## src/rtl/eeprom_pw_pkg.sv

```systemverilog
package eeprom_pw_pkg;
    typedef enum logic [1:0] {
        ST_IDLE    = 2'd0,
        ST_LOAD    = 2'd1,
        ST_PROGRAM = 2'd2,
        ST_SETTLE  = 2'd3
    } pw_state_t;
endpackage

```

## src/rtl/pw_page_buffer.sv

```systemverilog
module pw_page_buffer #(
    parameter int PAGE_BYTES = 32,
    parameter int DATA_W     = 8,
    localparam int OFS_W     = $clog2(PAGE_BYTES)
) (
    input  logic              clk,
    input  logic              rst_n,
    input  logic              clear,
    input  logic              wr_en,
    input  logic [OFS_W-1:0]  wr_slot,
    input  logic [DATA_W-1:0] wr_data,
    input  logic [OFS_W-1:0]  rd_slot,
    output logic [DATA_W-1:0] rd_data,
    output logic              rd_valid,
    output logic              any_valid
);
    logic [DATA_W-1:0]     slot_q [PAGE_BYTES];
    logic [PAGE_BYTES-1:0] loaded_q;

    always_ff @(posedge clk) begin
        if (wr_en) begin
            slot_q[wr_slot] <= wr_data;
        end
    end

    always_ff @(posedge clk or negedge rst_n) begin
        if (!rst_n) begin
            loaded_q <= '0;
        end else if (clear) begin
            loaded_q <= '0;
        end else if (wr_en) begin
            loaded_q[wr_slot] <= 1'b1;
        end
    end

    assign rd_data   = slot_q[rd_slot];
    assign rd_valid  = loaded_q[rd_slot];
    assign any_valid = |loaded_q;
endmodule

```

## src/rtl/pw_protect_gate.sv

```systemverilog
module pw_protect_gate #(
    parameter bit PROTECT_TOP_QUARTER = 1'b0
) (
    input  logic       wp,
    input  logic [1:0] page_top,
    output logic       blocked
);
    localparam logic WHOLE_ARRAY = (PROTECT_TOP_QUARTER == 1'b0);

    logic in_top_quarter;
    assign in_top_quarter = &page_top;
    assign blocked        = wp & (in_top_quarter | WHOLE_ARRAY);
endmodule

```

## src/rtl/pw_write_timer.sv

```systemverilog
module pw_write_timer #(
    parameter int LIMIT = 48,
    localparam int CNT_W = $clog2(LIMIT)
) (
    input  logic             clk,
    input  logic             rst_n,
    input  logic             start,
    input  logic             run,
    output logic [CNT_W-1:0] count,
    output logic             done
);
    always_ff @(posedge clk or negedge rst_n) begin
        if (!rst_n) begin
            count <= '0;
        end else if (start) begin
            count <= '0;
        end else if (run) begin
            count <= count + 1'b1;
        end
    end

    assign done = (count == CNT_W'(LIMIT - 1));
endmodule

```

## src/rtl/eeprom_page_writer.sv

```systemverilog
module eeprom_page_writer
    import eeprom_pw_pkg::*;
#(
    parameter int ADDR_W              = 12,
    parameter int DATA_W              = 8,
    parameter int PAGE_BYTES          = 32,
    parameter int WRITE_CYCLES        = 48,
    parameter bit PROTECT_TOP_QUARTER = 1'b0
) (
    input  logic              clk,
    input  logic              rst_n,
    input  logic              addr_load,
    input  logic [ADDR_W-1:0] wr_addr,
    input  logic              byte_wr,
    input  logic [DATA_W-1:0] wr_data,
    input  logic              commit,
    input  logic              abort,
    input  logic              wp,
    output logic              arr_we,
    output logic [ADDR_W-1:0] arr_addr,
    output logic [DATA_W-1:0] arr_wdata,
    output logic              busy,
    output logic              standby
);
    localparam int OFS_W  = $clog2(PAGE_BYTES);
    localparam int PAGE_W = ADDR_W - OFS_W;
    localparam int CNT_W  = $clog2(WRITE_CYCLES);

    pw_state_t          state_q, state_d;
    logic [PAGE_W-1:0]  page_q;
    logic [OFS_W-1:0]   ptr_q;

    logic               buf_clear, buf_we, any_valid, rd_valid, blocked;
    logic [DATA_W-1:0]  rd_data;
    logic               tmr_start, tmr_run, tmr_done, last_slot, go_write;
    logic [CNT_W-1:0]   tmr_count;
    logic               accepting;

    pw_page_buffer #(.PAGE_BYTES(PAGE_BYTES), .DATA_W(DATA_W)) u_buf (
        .clk       (clk),
        .rst_n     (rst_n),
        .clear     (buf_clear),
        .wr_en     (buf_we),
        .wr_slot   (ptr_q),
        .wr_data   (wr_data),
        .rd_slot   (tmr_count[OFS_W-1:0]),
        .rd_data   (rd_data),
        .rd_valid  (rd_valid),
        .any_valid (any_valid)
    );

    pw_protect_gate #(.PROTECT_TOP_QUARTER(PROTECT_TOP_QUARTER)) u_gate (
        .wp       (wp),
        .page_top (page_q[PAGE_W-1:PAGE_W-2]),
        .blocked  (blocked)
    );

    pw_write_timer #(.LIMIT(WRITE_CYCLES)) u_tmr (
        .clk   (clk),
        .rst_n (rst_n),
        .start (tmr_start),
        .run   (tmr_run),
        .count (tmr_count),
        .done  (tmr_done)
    );

    assign go_write  = commit && any_valid && !blocked;
    assign last_slot = (tmr_count == CNT_W'(PAGE_BYTES - 1));
    assign accepting = (state_q == ST_IDLE) || (state_q == ST_LOAD);

    // Next-state logic
    always_comb begin
        state_d = state_q;
        unique case (state_q)
            ST_IDLE: begin
                if (addr_load) state_d = ST_LOAD;
            end
            ST_LOAD: begin
                if (abort)         state_d = ST_IDLE;
                else if (go_write) state_d = ST_PROGRAM;
                else if (commit)   state_d = ST_IDLE;
            end
            ST_PROGRAM: begin
                if (last_slot) state_d = ST_SETTLE;
            end
            ST_SETTLE: begin
                if (tmr_done) state_d = ST_IDLE;
            end
            default: state_d = ST_IDLE;
        endcase
    end

    // State register
    always_ff @(posedge clk or negedge rst_n) begin
        if (!rst_n) state_q <= ST_IDLE;
        else        state_q <= state_d;
    end

    // Address counter: page latch plus wrapping slot offset
    always_ff @(posedge clk or negedge rst_n) begin
        if (!rst_n) begin
            page_q <= '0;
            ptr_q  <= '0;
        end else if (accepting && addr_load) begin
            page_q <= wr_addr[ADDR_W-1:OFS_W];
            ptr_q  <= wr_addr[OFS_W-1:0];
        end else if (buf_we) begin
            ptr_q  <= ptr_q + 1'b1;
        end
    end

    // Output and control decode
    always_comb begin
        busy      = 1'b0;
        standby   = 1'b0;
        arr_we    = 1'b0;
        buf_we    = 1'b0;
        buf_clear = 1'b0;
        tmr_start = 1'b0;
        tmr_run   = 1'b0;
        unique case (state_q)
            ST_IDLE: begin
                standby = 1'b1;
            end
            ST_LOAD: begin
                buf_we    = byte_wr && !addr_load && !abort && !commit;
                buf_clear = abort || (commit && !go_write);
                tmr_start = go_write && !abort;
            end
            ST_PROGRAM: begin
                busy    = 1'b1;
                tmr_run = 1'b1;
                arr_we  = rd_valid;
            end
            ST_SETTLE: begin
                busy      = 1'b1;
                tmr_run   = 1'b1;
                buf_clear = tmr_done;
            end
            default: standby = 1'b1;
        endcase
    end

    assign arr_addr  = {page_q, tmr_count[OFS_W-1:0]};
    assign arr_wdata = rd_data;
endmodule

```

## config.mk

```make
export PLATFORM = sky130hd
export DESIGN_NAME = eeprom_page_writer
export DESIGN_NICKNAME = d
export VERILOG_FILES = /design/src/rtl/eeprom_pw_pkg.sv /design/src/rtl/pw_page_buffer.sv /design/src/rtl/pw_protect_gate.sv /design/src/rtl/pw_write_timer.sv /design/src/rtl/eeprom_page_writer.sv
export SDC_FILE = /design/constraint.sdc
export NUM_CORES = 1
export LEC_CHECK = 0
export BUFFER_PORTS_ARGS = -buffer_cell sky130_fd_sc_hd__buf_2
export CORE_MARGIN = 2
export CORE_UTILIZATION = 62
export CTS_CLUSTER_SIZE = 25
export DETAILED_ROUTE_END_ITERATION = 10
export GPL_TIMING_DRIVEN = 0
export PLACE_DENSITY = 0.8
export SLEW_MARGIN = 20
export SYNTH_ARGS = -nofsm -noshare
export SYNTH_HDL_FRONTEND = slang
export SYNTH_SLANG_ARGS = --single-unit
export TNS_END_PERCENT = 30
```

## constraint.sdc

```tcl
create_clock -name clk -period 6 [get_ports clk]
set_input_delay 0.3 -clock clk [delete_from_list [all_inputs] [get_ports clk]]
set_output_delay 0.3 -clock clk [all_outputs]
set_load 0.1 [all_outputs]
```

==> impl_metrics.tcl, run 1 <==
set metrics [dict create \
    antenna_cells 0 \
    initial_antenna_violation_count 0 \
    grt_use_total_pct 27.94 \
    vdd_ir_drop_max_mv 0.2603 \
    crit_required_ns 5.70 \
    final_layout_size_suffix_gt1_share_pct 22.71 \
    timing.max_cap.violations 0 \
    die_x_extent_um 148.2 \
    routed_wirelength_um 29720 \
    netlist_area_sq_mm 0.01289 \
    numCtsBuffers 31 \
    grt_start_max_net_pins 53 \
    place_worst_setup_slack_ns 2.868 \
    rows 52 \
    grt.overflow.total 0 \
    setup_repair_after_global_routing_missed_its_margin "no" \
    yosys.area_share.adder_pct 0.4853 \
    post-route-drc-count 0 \
    grt_pass1_wl_um 45500 \
    synthSimpleGateAreaFrac_pct 6.522 \
    relative_slew_slack_pct 42.94 \
    comb_power_share_pct 3.1 \
    synth_async_sr_flop_share_pct 16.88 \
    clk_pin_slew_worst_paths_ns 0.07 \
    final_net_count 923 \
    floorplan.initialDensity_pct 63.50 \
    hold_class "in2reg" \
    slew_violations 0 \
    timing.critical_path.arrival_ns 3.48 \
    power.switching_uw 909.4 \
    cts-root-to-sink-buffers 3 \
    commonest_non_fill_non_tap_cells_in_the_layout "sky130_fd_sc_hd__edfxtp_1, sky130_fd_sc_hd__mux2i_1, sky130_fd_sc_hd__buf_2" \
    clock_sink_count 308 \
    finalWeightedCongestion 0.9421 \
    crit_path_start_kind "flip-flop" \
    slowest_delay_ns 0.66 \
    powerDensity_mw_per_mm2 300.3 \
    postLayoutSetupSlackWorst_ns 2.223 \
    fin_crit_ns 3.777 \
    die_height_um 148.2 \
    tritoncts "done" \
    swShare_pct 20.67 \
    dp.cells 1115 \
    pwr-share-clk_pct 43.9 \
    floorplan.io_pins 50 \
    finalCritPeriodShare_pct 62.95 \
    routedWlPerCell_um 25.06 \
    cp_cell_sequence "buf_2 > clkbuf_1 > mux4_2 > mux2_2 > nand2_1 > nand4_1 > buf_2" \
    timing.critical_path.slowest_stage_cell "sky130_fd_sc_hd__clkbuf_1" \
    run_status "finished, final reports clean" \
    dpl.hpwl_um 19250 \
    final_common_cell "sky130_fd_sc_hd__edfxtp_1" \
    synth_enable_flop_cells 256 \
    insertion_delay_ns 0.57 \
    drt_pre_antenna_iters 7 \
    routed-via-count 7607 \
    routed_via_density 6.414 \
    post_synth.cell_area_avg_sq_um 16.19 \
    totalNegativeSetupSlack_ns 0 \
    post_synth_mux_area_share_pct 14.20 \
    synthFlopType "sky130_fd_sc_hd__edfxtp_1" \
    ys_types 48 \
    synthCells 796 \
    synth_compound_gate_area_share_pct 6.134 \
    endpoint_kind "output pin" \
    worst-setup-path-type "reg2out" \
    power.static_leakage_uw 0.004849 \
    stdcell_area_sq_mm 0.01465 \
    area_growth_syn_to_layout_pct 13.67 \
    setup-violations-final 0 \
    drt_iter0_drc 772 \
    cp_max_fo 10 \
    cp_common_cell "sky130_fd_sc_hd__buf_2" \
    final_hold_viol_count 0 \
    cts-root-buf "sky130_fd_sc_hd__clkbuf_16" \
    synth_top_family_by_area "multiplexers" \
    p_seq_share_pct 53.0 \
    synth.net_count 828 \
    finClkSkew_ns 0.02318 \
    core-area_sq_mm 0.02030 \
    achievable-frequency_ghz 0.2648 \
    io_buffers 49 \
    final.fill_count 1276 \
    ctsResizeCount 0 \
    hold_slack_ns 0.04970 \
    internal-power_uw 3491 \
    vias_in_the_first_global_route 7738 \
    synthXorXnorAreaFrac_pct 0.4756 \
    synth-seq-cells 308 \
    final-instance-count-excl-fill 1186 \
    cts.htree.levels 1 \
    fp.dieArea_sq_mm 0.02196 \
    placed_area_sq_mm 0.01348 \
    synthesis_warnings 0 \
    antenna_violating_nets_post_route 0 \
    synth-seq-area-share_pct 69.73 \
    worst-slew-pin-transition_ns 0.8527 \
]
Yosys cell counts, drive strengths merged (5+ instances only):
cell type  number  share of area, %
mux4           38               6.6
edfxtp        256                60
ha              5              0.49
nand3          20              0.78
a211oi         32               2.2
a21oi          51               2.0
mux2i          67               5.2
xnor2           5              0.34
nor4            8              0.39
and2           10              0.49
buf            30               1.4
clkbuf         24              0.70
dfrtp          52                10
a22oi          17              0.99
nor3            6              0.58
nor2           42               1.3
nor2b           5              0.24
mux2           27               2.4
inv            11              0.32
nand4          11              0.53
nand2          44               1.3
cell type report:
| type | count | area, sq um | area share (%) |
|---|---|---|---|
| buffer | 54 | 275.3 | 1.879 |
| clock buffer | 44 | 899.6 | 6.140 |
| clock inverter | 14 | 145.1 | 0.9905 |
| inverter | 11 | 41.29 | 0.2818 |
| multi-input combinational | 423 | 3587 | 24.48 |
| sequential | 308 | 8989 | 61.34 |
| tap | 270 | 337.8 | 2.306 |
| timing repair buffer | 62 | 377.9 | 2.579 |
stage by stage:
stage	power, uW	util (%)
detailed placement	2506	66.38
CTS	4410	72.12
global route	4510	72.18
global placement	2500	66.38
finish	4400	72.18
floorplan	2443	-
critical path, delay by kind of cell, from the launching register on:
family	cells	cell delay [ns]
buf+inv	3	1.34
flops	1	0.56
mux	2	0.76
simple gates	2	0.25
logic make-up (layout without fill, tap and decap cells):
family	Yosys count	count (layout)
multiplexers	132	132
AND/OR/NAND/NOR	163	163
XOR/XNOR	7	7
buffers and inverters	65	185
AO/OA/AOI/OAI	116	116
flip-flops	308	308
adder cells (fa/ha/maj)	5	5
path summary, 6_finish.rpt:
kind                                        start                  to  slack [ns]  depth (start not counted)
worst max-delay path               u_tmr.count[1]        arr_wdata[7]        2.22                          7
worst min-delay path                       commit           flip-flop        0.05                          3
worst max register to register  u_buf.loaded_q[5]  u_buf.loaded_q[16]        3.42                          5
worst min register to register          page_q[4]           page_q[4]        0.51                          1
max in group asynchronous                   rst_n   u_buf.loaded_q[5]        5.23                          2
min in group asynchronous                   rst_n  u_buf.loaded_q[24]        0.32                          2
per-layer routing:
layer | up-vias | wire length [um] | share of wire [%] | global-route usage (%)
met5 | - | 0 | 0 | 0
met4 | 0 | 879 | 3.0 | 9.238
met3 | 54 | 2647 | 8.9 | 4.571
met2 | 420 | 14990 | 50 | 47.50
met1 | 3823 | 11200 | 38 | 37.50
li1 | 3310 | - | - | -
registers in the layout, indices dropped and copies added, names as in the netlist, named ones only:
name,flops
u_buf.slot_q,256
state_q,1
u_buf.loaded_q,32
page_q,7
u_tmr.count,6
ptr_q,5
power groups by stage:
stage / Sequential, uW / Combinational, uW / Clock [uW]
final: 2330 / 138 / 1930
after global routing: 2330 / 148 / 2030
after CTS: 2330 / 137 / 1940
after detailed placement: 2380 / 131 / 0
after global placement: 2370 / 125 / 0
after floorplan: 2400 / 41.5 / 0
what timing repair did:
action | 4_1_cts | 5_1_grt
buffers inserted | 0 | 0
endpoints found under the hold margin | 12 | 52
endpoints found under the setup margin | 0 | 0
hold buffers | 12 | 1
No activity file was read; power rests on OpenSTA's default activity.
==> run 2, diff against run 1 <==
--- a/config.mk
+++ b/config.mk
@@ -7,11 +7,11 @@
 export LEC_CHECK = 0
 export BUFFER_PORTS_ARGS = -buffer_cell sky130_fd_sc_hd__buf_2
 export CORE_MARGIN = 2
-export CORE_UTILIZATION = 62
+export CORE_UTILIZATION = 56
 export CTS_CLUSTER_SIZE = 25
 export DETAILED_ROUTE_END_ITERATION = 10
 export GPL_TIMING_DRIVEN = 0
-export PLACE_DENSITY = 0.8
+export PLACE_DENSITY = 0.76
 export SLEW_MARGIN = 20
 export SYNTH_ARGS = -nofsm -noshare
 export SYNTH_HDL_FRONTEND = slang
==> constraint.sdc (replaced) <==
create_clock -name clk -period 3.3 [get_ports clk]
set_input_delay 0.165 -clock clk [delete_from_list [all_inputs] [get_ports clk]]
set_output_delay 0.165 -clock clk [all_outputs]
set_load 0.1 [all_outputs]
==> run 2 against run 1 <==
  * Clock power grew 83%
  * Cell count grew 1.3%
  * Hold slack gained 0.092 ns
  * Global-route usage shrank 3.3 points
  * Combinational power grew 85%
  * Cell area grew 0.59%
  * Sequential power grew 82%
  * Die area grew 10%
  * Wire length shrank 1.4%
  * Sequential share of layout area shrank 0.36 points
  * Core utilization shrank 7.1 points
==> impl_metrics.tcl, run 2 (same netlist as run 1, synthesis figures left out) <==
set metrics [dict create \
    run_status "finished, final reports clean" \
    area_of_the_multi_input_gates_sq_mm 0.003595 \
    post-route-drc-count 0 \
    holdCritStartpoint "wp" \
    power.static_leakage_uw 0.004894 \
    crit_path_start_kind "flip-flop" \
    timing.critical_path.slowest_stage_cell "sky130_fd_sc_hd__dfrtp_1" \
    drt_iter0_drc 734 \
    floorplan.io_pins 50 \
    core-area_sq_mm 0.02264 \
    worst-setup-path-type "reg2out" \
    cts-root-buf "sky130_fd_sc_hd__clkbuf_16" \
    grt.overflow.total 0 \
    post-layout-total-power_uw 8025 \
    tritoncts "done" \
    cts-root-to-sink-buffers 3 \
    drt_pre_antenna_iters 5 \
    vdd_ir_drop_max_mv 0.4205 \
    relative_slew_slack_pct 46.74 \
    reg2reg_slack_ns 0.76 \
    final_hold_viol_count 0 \
    finalCritPeriodShare_pct 97.40 \
    commonest_non_fill_non_tap_cells_in_the_layout "sky130_fd_sc_hd__edfxtp_1, sky130_fd_sc_hd__mux2i_1, sky130_fd_sc_hd__buf_2" \
    clk_pin_slew_worst_paths_ns 0.07 \
    postCtsSetupBuffers 0 \
    crit_required_ns 3.13 \
    cp_common_cell "sky130_fd_sc_hd__buf_2" \
    antenna_violating_nets_post_route 0 \
    final_net_count 925 \
    min_delay_worst_endpoint "u_buf.loaded_q[31]" \
    cell_count_of_the_worst_hold_path 4 \
    slew_violations 0 \
    grt_start_max_net_pins 53 \
    final_common_cell "sky130_fd_sc_hd__edfxtp_1" \
    fin_crit_ns 3.214 \
    vias_in_the_first_global_route 7424 \
    achievable-frequency_ghz 0.3111 \
    routed-via-count 7379 \
    final_layout_size_suffix_gt1_share_pct 23.56 \
    slowest_delay_ns 0.54 \
    critical_path.reg2reg.endpoint "u_buf.slot_q[25][5]" \
    final.fill_count 1555 \
    insertion_delay_ns 0.56 \
    routedWlPerCell_um 24.38 \
    rows 55 \
    max_flop_register "u_buf.slot_q" \
    grt_pass1_wl_um 44210 \
    cp_max_fo 10 \
    timing.critical_path.arrival_ns 3.05 \
    timing.max_cap.violations 0 \
    grt_use_total_pct 24.65 \
    numCtsBuffers 30 \
    reg2reg_depth 5 \
    initial_antenna_violation_count 0 \
    finClkSkew_ns 0.02443 \
    area_growth_syn_to_layout_pct 14.34 \
    routed_wirelength_um 29300 \
    fp.dieArea_sq_mm 0.02425 \
    top_regs "u_buf.slot_q x256, u_buf.loaded_q x32, page_q x7" \
    timing.rr.start "state_q[0]" \
    worst-slew-pin-transition_ns 0.7959 \
    largest_reg_flops 256 \
    die_height_um 155.7 \
    clock_sink_count 308 \
    powerDensity_mw_per_mm2 544.5 \
    cts.htree.levels 1 \
    dpl.hpwl_um 18970 \
    floorplan.initialDensity_pct 56.94 \
    antenna_cells 0 \
    finalWeightedCongestion 0.9296 \
    die_x_extent_um 155.7 \
    io_buffers 49 \
    hold_class "in2reg" \
    ff_latch_area_sq_mm 0.008989 \
    cp_cell_sequence "buf_2 > buf_2 > mux4_2 > mux2_2 > nand2_1 > nand4_1 > buf_4" \
    setup-violations-final 0 \
    endpoint_kind "output pin" \
    hold_slack_ns 0.1422 \
    routed_via_density 6.139 \
]
==> run 2: how the worst max path moves through the flow <==
stage	start	endpoint	slack, ns	depth (start not counted)
after global placement	u_tmr.count[1]	arr_wdata[0]	0.29	7
after global routing	u_tmr.count[2]	arr_we	-0.02	7
after detailed placement	u_tmr.count[1]	arr_wdata[0]	0.30	7
after CTS	u_tmr.count[1]	arr_wdata[7]	-0.006	7
after floorplan	u_tmr.count[0]	arr_we	0.006	5
final	u_tmr.count[1]	arr_wdata[3]	0.09	7
==> run 2: per-stage QoR <==
stage	cells	utilization [%]	TNS (ns)	area (sq um)	setup slack, ns
after floorplan	796	-	0	12900	0.006035
after global placement	1130	59.62	0	13500	0.2878
after detailed placement	1130	59.64	0	13500	0.2970
after CTS	1202	65.01	-0.006553	14720	-0.005707
after global routing	1202	65.10	-0.02311	14740	-0.02311
final	1202	65.10	0	14740	0.08593
==> run 2: area by class of cell <==
| type | instances | area share, % |
|---|---|---|
| Multi-Input combinational cell | 423 | 24.39 |
| Clock buffer | 34 | 5.331 |
| Clock inverter | 22 | 1.638 |
| Buffer | 54 | 2.046 |
| Inverter | 11 | 0.2801 |
| Timing Repair Buffer | 65 | 2.912 |
| Sequential cell | 308 | 60.98 |
| Tap cell | 285 | 2.419 |
==> run 2: repair_timing <==
item,4_1_cts,5_1_grt
resized for setup,13,15
setup endpoints to repair,9,9
hold buffers,16,0
hold endpoints to repair,66,0
==> run 2: worst max-delay path: cells and delay by family (launching register included) <==
kind | cells | cell delay [ns]
buffers and inverters | 3 | 0.98
DFF | 1 | 0.54
muxes | 2 | 0.68
and+or+nand+nor | 2 | 0.28
==> run 2: routing by layer <==
metal / up-vias / wire length (um) / track usage [%]
li1: 3300 / - / -
met2: 315 / 14370 / 41.13
met3: 51 / 2230 / 3.389
met4: 0 / 710 / 6.247
met5: - / 0 / 0
met1: 3713 / 11980 / 34.91
==> run 2: where the power goes <==
| part | switching, uW | internal (uW) |
|---|---|---|
| clock | 1440 | 2090 |
| combinational | 198 | 57.0 |
| sequential | 12.4 | 4230 |
| total | 1650 | 6380 |
==> run 3, diff against run 2 <==
==> constraint.sdc (replaced) <==
create_clock -name clk -period 3.3 [get_ports clk]
set_input_delay 0.165 -clock clk [delete_from_list [all_inputs] [get_ports clk]]
set_output_delay 0.165 -clock clk [all_outputs]
set_load 0.05 [all_outputs]
==> run 3 against run 2 <==
  * Cell area decreased by 0.81%
  * Power fell by 3.6%
  * Clock skew fell by 0.0095 ns
  * Clock-buffer cell count decreased by 2
  * Hold slack better by 0.011 ns
  * Register-to-register slack lost 0.05 ns
  * Core utilization fell by 0.53 points
==> impl_metrics.tcl, run 3 (same netlist as run 1, synthesis figures left out) <==
set metrics [dict create \
    slew_violations 0 \
    drt_iter0_drc 755 \
    cts.htree.levels 1 \
    antenna_violating_nets_post_route 0 \
    routed_via_density 6.339 \
    cts-root-to-sink-buffers 3 \
    dpl.hpwl_um 18820 \
    crit_required_ns 3.13 \
    clk_pin_slew_worst_paths_ns 0.06 \
    grt_pass1_wl_um 44120 \
    grt_start_max_net_pins 53 \
    hold_class "in2reg" \
    cell_count_of_the_worst_hold_path 4 \
    timing.critical_path.arrival_ns 3.06 \
    power.static_leakage_uw 0.004831 \
    tritoncts "done" \
    powerDensity_mw_per_mm2 528.9 \
    initial_antenna_violation_count 0 \
    timing.critical_path.slowest_stage_cell "sky130_fd_sc_hd__dfrtp_1" \
    placed_area_sq_mm 0.01350 \
    place_worst_setup_slack_ns 0.3952 \
    comb_power_share_pct 2.9 \
    floorplan.io_pins 50 \
    worst-slew-pin-transition_ns 0.9224 \
    timing.max_cap.violations 0 \
    grt.overflow.total 0 \
    io_buffers 49 \
    floorplan.initialDensity_pct 56.94 \
    postCtsSetupBuffers 0 \
    stdcell_area_sq_mm 0.01462 \
    cts-root-buf "sky130_fd_sc_hd__clkbuf_16" \
    final-instance-count-excl-fill 1202 \
    pwr-share-clk_pct 42.2 \
    final_net_count 925 \
    dp.cells 1130 \
    insertion_delay_ns 0.55 \
    vdd_ir_drop_max_mv 0.3422 \
    fin_crit_ns 3.228 \
    max_flop_register "u_buf.slot_q" \
    finalWeightedCongestion 0.9009 \
    routed-via-count 7619 \
    worstSetupPathDepth 7 \
    die_x_extent_um 155.7 \
    postLayoutSetupSlackWorst_ns 0.07214 \
    endpoint_kind "output pin" \
    final_layout_size_suffix_gt1_share_pct 22.46 \
    commonest_non_fill_non_tap_cells_in_the_layout "sky130_fd_sc_hd__edfxtp_1, sky130_fd_sc_hd__mux2i_1, sky130_fd_sc_hd__buf_2" \
    achievable-frequency_ghz 0.3098 \
    swShare_pct 20.65 \
    timing.critical_path.buf_inv 3 \
    run_status "finished, final reports clean" \
    internal-power_uw 6136 \
    numCtsBuffers 30 \
    setup-violations-final 0 \
    finalCritPeriodShare_pct 97.81 \
    top_regs "u_buf.slot_q x256, u_buf.loaded_q x32, page_q x7" \
    grt_use_total_pct 24.68 \
    die_height_um 155.7 \
    setup_repair_after_global_routing_missed_its_margin "yes" \
    reg2reg_depth 3 \
    clock_sink_count 308 \
    largest_reg_flops 256 \
    post-route-drc-count 0 \
    crit_path_start_kind "flip-flop" \
    routed_wirelength_um 29530 \
    drt_pre_antenna_iters 8 \
    power.switching_uw 1597 \
    finalCoreUtilization_pct 64.57 \
    finClkSkew_ns 0.01497 \
    cp_cell_sequence "buf_2 > clkbuf_2 > mux4_2 > mux2_2 > nand2_1 > nand4_1 > buf_2" \
    slowest_delay_ns 0.57 \
    fp.dieArea_sq_mm 0.02425 \
    relative_slew_slack_pct 38.28 \
    final_hold_viol_count 0 \
    p_seq_share_pct 54.8 \
    vias_in_the_first_global_route 7416 \
    cp_max_fo 10 \
    final_common_cell "sky130_fd_sc_hd__edfxtp_1" \
    core-area_sq_mm 0.02264 \
    crit_family "buffers and inverters" \
    routedWlPerCell_um 24.56 \
    cp_common_cell "sky130_fd_sc_hd__buf_2" \
    antenna_cells 0 \
    area_growth_syn_to_layout_pct 13.40 \
    worst-setup-path-type "reg2out" \
    rows 55 \
]
-- run 3: cell count changes in the layout (fill, tap and decap cells not counted), sizes merged --
cell      previous run  this run
clkinv              15        20
buf                 78        77
inv                 11        12
clkinvlp             2         1
clkbuf              59        58
bufinv               5         2
-- run 3: worst min-delay path: stages --
cell                       delay, ns
sky130_fd_sc_hd__buf_2          0.08
sky130_fd_sc_hd__nor2_1         0.07
sky130_fd_sc_hd__o211ai_1       0.23
sky130_fd_sc_hd__a211oi_2       0.10
-- run 3: stage by stage --
step	TNS, ns	hold slack (ns)	total power (uW)
after floorplan	0	-0.1306	4414
after global placement	0	0.3748	4526
after detailed placement	0	0.2401	4531
after CTS	0	0.1164	7759
after global routing	-0.01166	0.1775	7939
final	0	0.1530	7732
-- run 3: area by class of cell --
class | instances | area (sq um)
multi-input cells | 423 | 3595
well taps | 285 | 356.6
fillers | 1563 | 8021
repair buffers | 65 | 407.9
clock inverters | 24 | 161.4
flip-flops and latches | 308 | 8989
clock buffers | 32 | 779.5
plain buffers | 54 | 289.0
inverters | 11 | 41.29
-- run 3: path summary, 6_finish.rpt --
path / from / end / slack, ns
setup / recovery: u_tmr.count[1] / arr_wdata[7] / 0.07
setup reg to reg: ptr_q[3] / u_buf.slot_q[11][7] / 0.71
max in group asynchronous: rst_n / u_buf.loaded_q[17] / 2.64
hold / removal: wp / u_buf.loaded_q[31] / 0.15
min in group asynchronous: rst_n / u_buf.loaded_q[4] / 0.22
hold reg to reg: page_q[4] / page_q[4] / 0.51
-- run 3: power groups by stage --
stage                     clock network [uW]  registers [uW]  logic [uW]
after global placement                     0            4320         205
after global routing                    3450            4240         244
after CTS                               3290            4240         224
after floorplan                            0            4340        73.0
final                                   3270            4240         225
after detailed placement                   0            4320         209
-- run 3: timing repair --
action                                 CTS  global route
endpoints found under the hold margin   66             0
cloned                                   0             0
hold buffers                            16             0
pin swaps                                0             0
resized for setup                        2             7
setup endpoints to repair                8             9
-- run 3: metal layers --
layer | vias up | part of all wire [%] | global-route usage (%)
met5 | - | 0 | 0
met4 | 0 | 2.2 | 6.116
met3 | 64 | 8.6 | 4.000
met2 | 383 | 49 | 41.15
met1 | 3858 | 40 | 34.61
li1 | 3314 | - | -
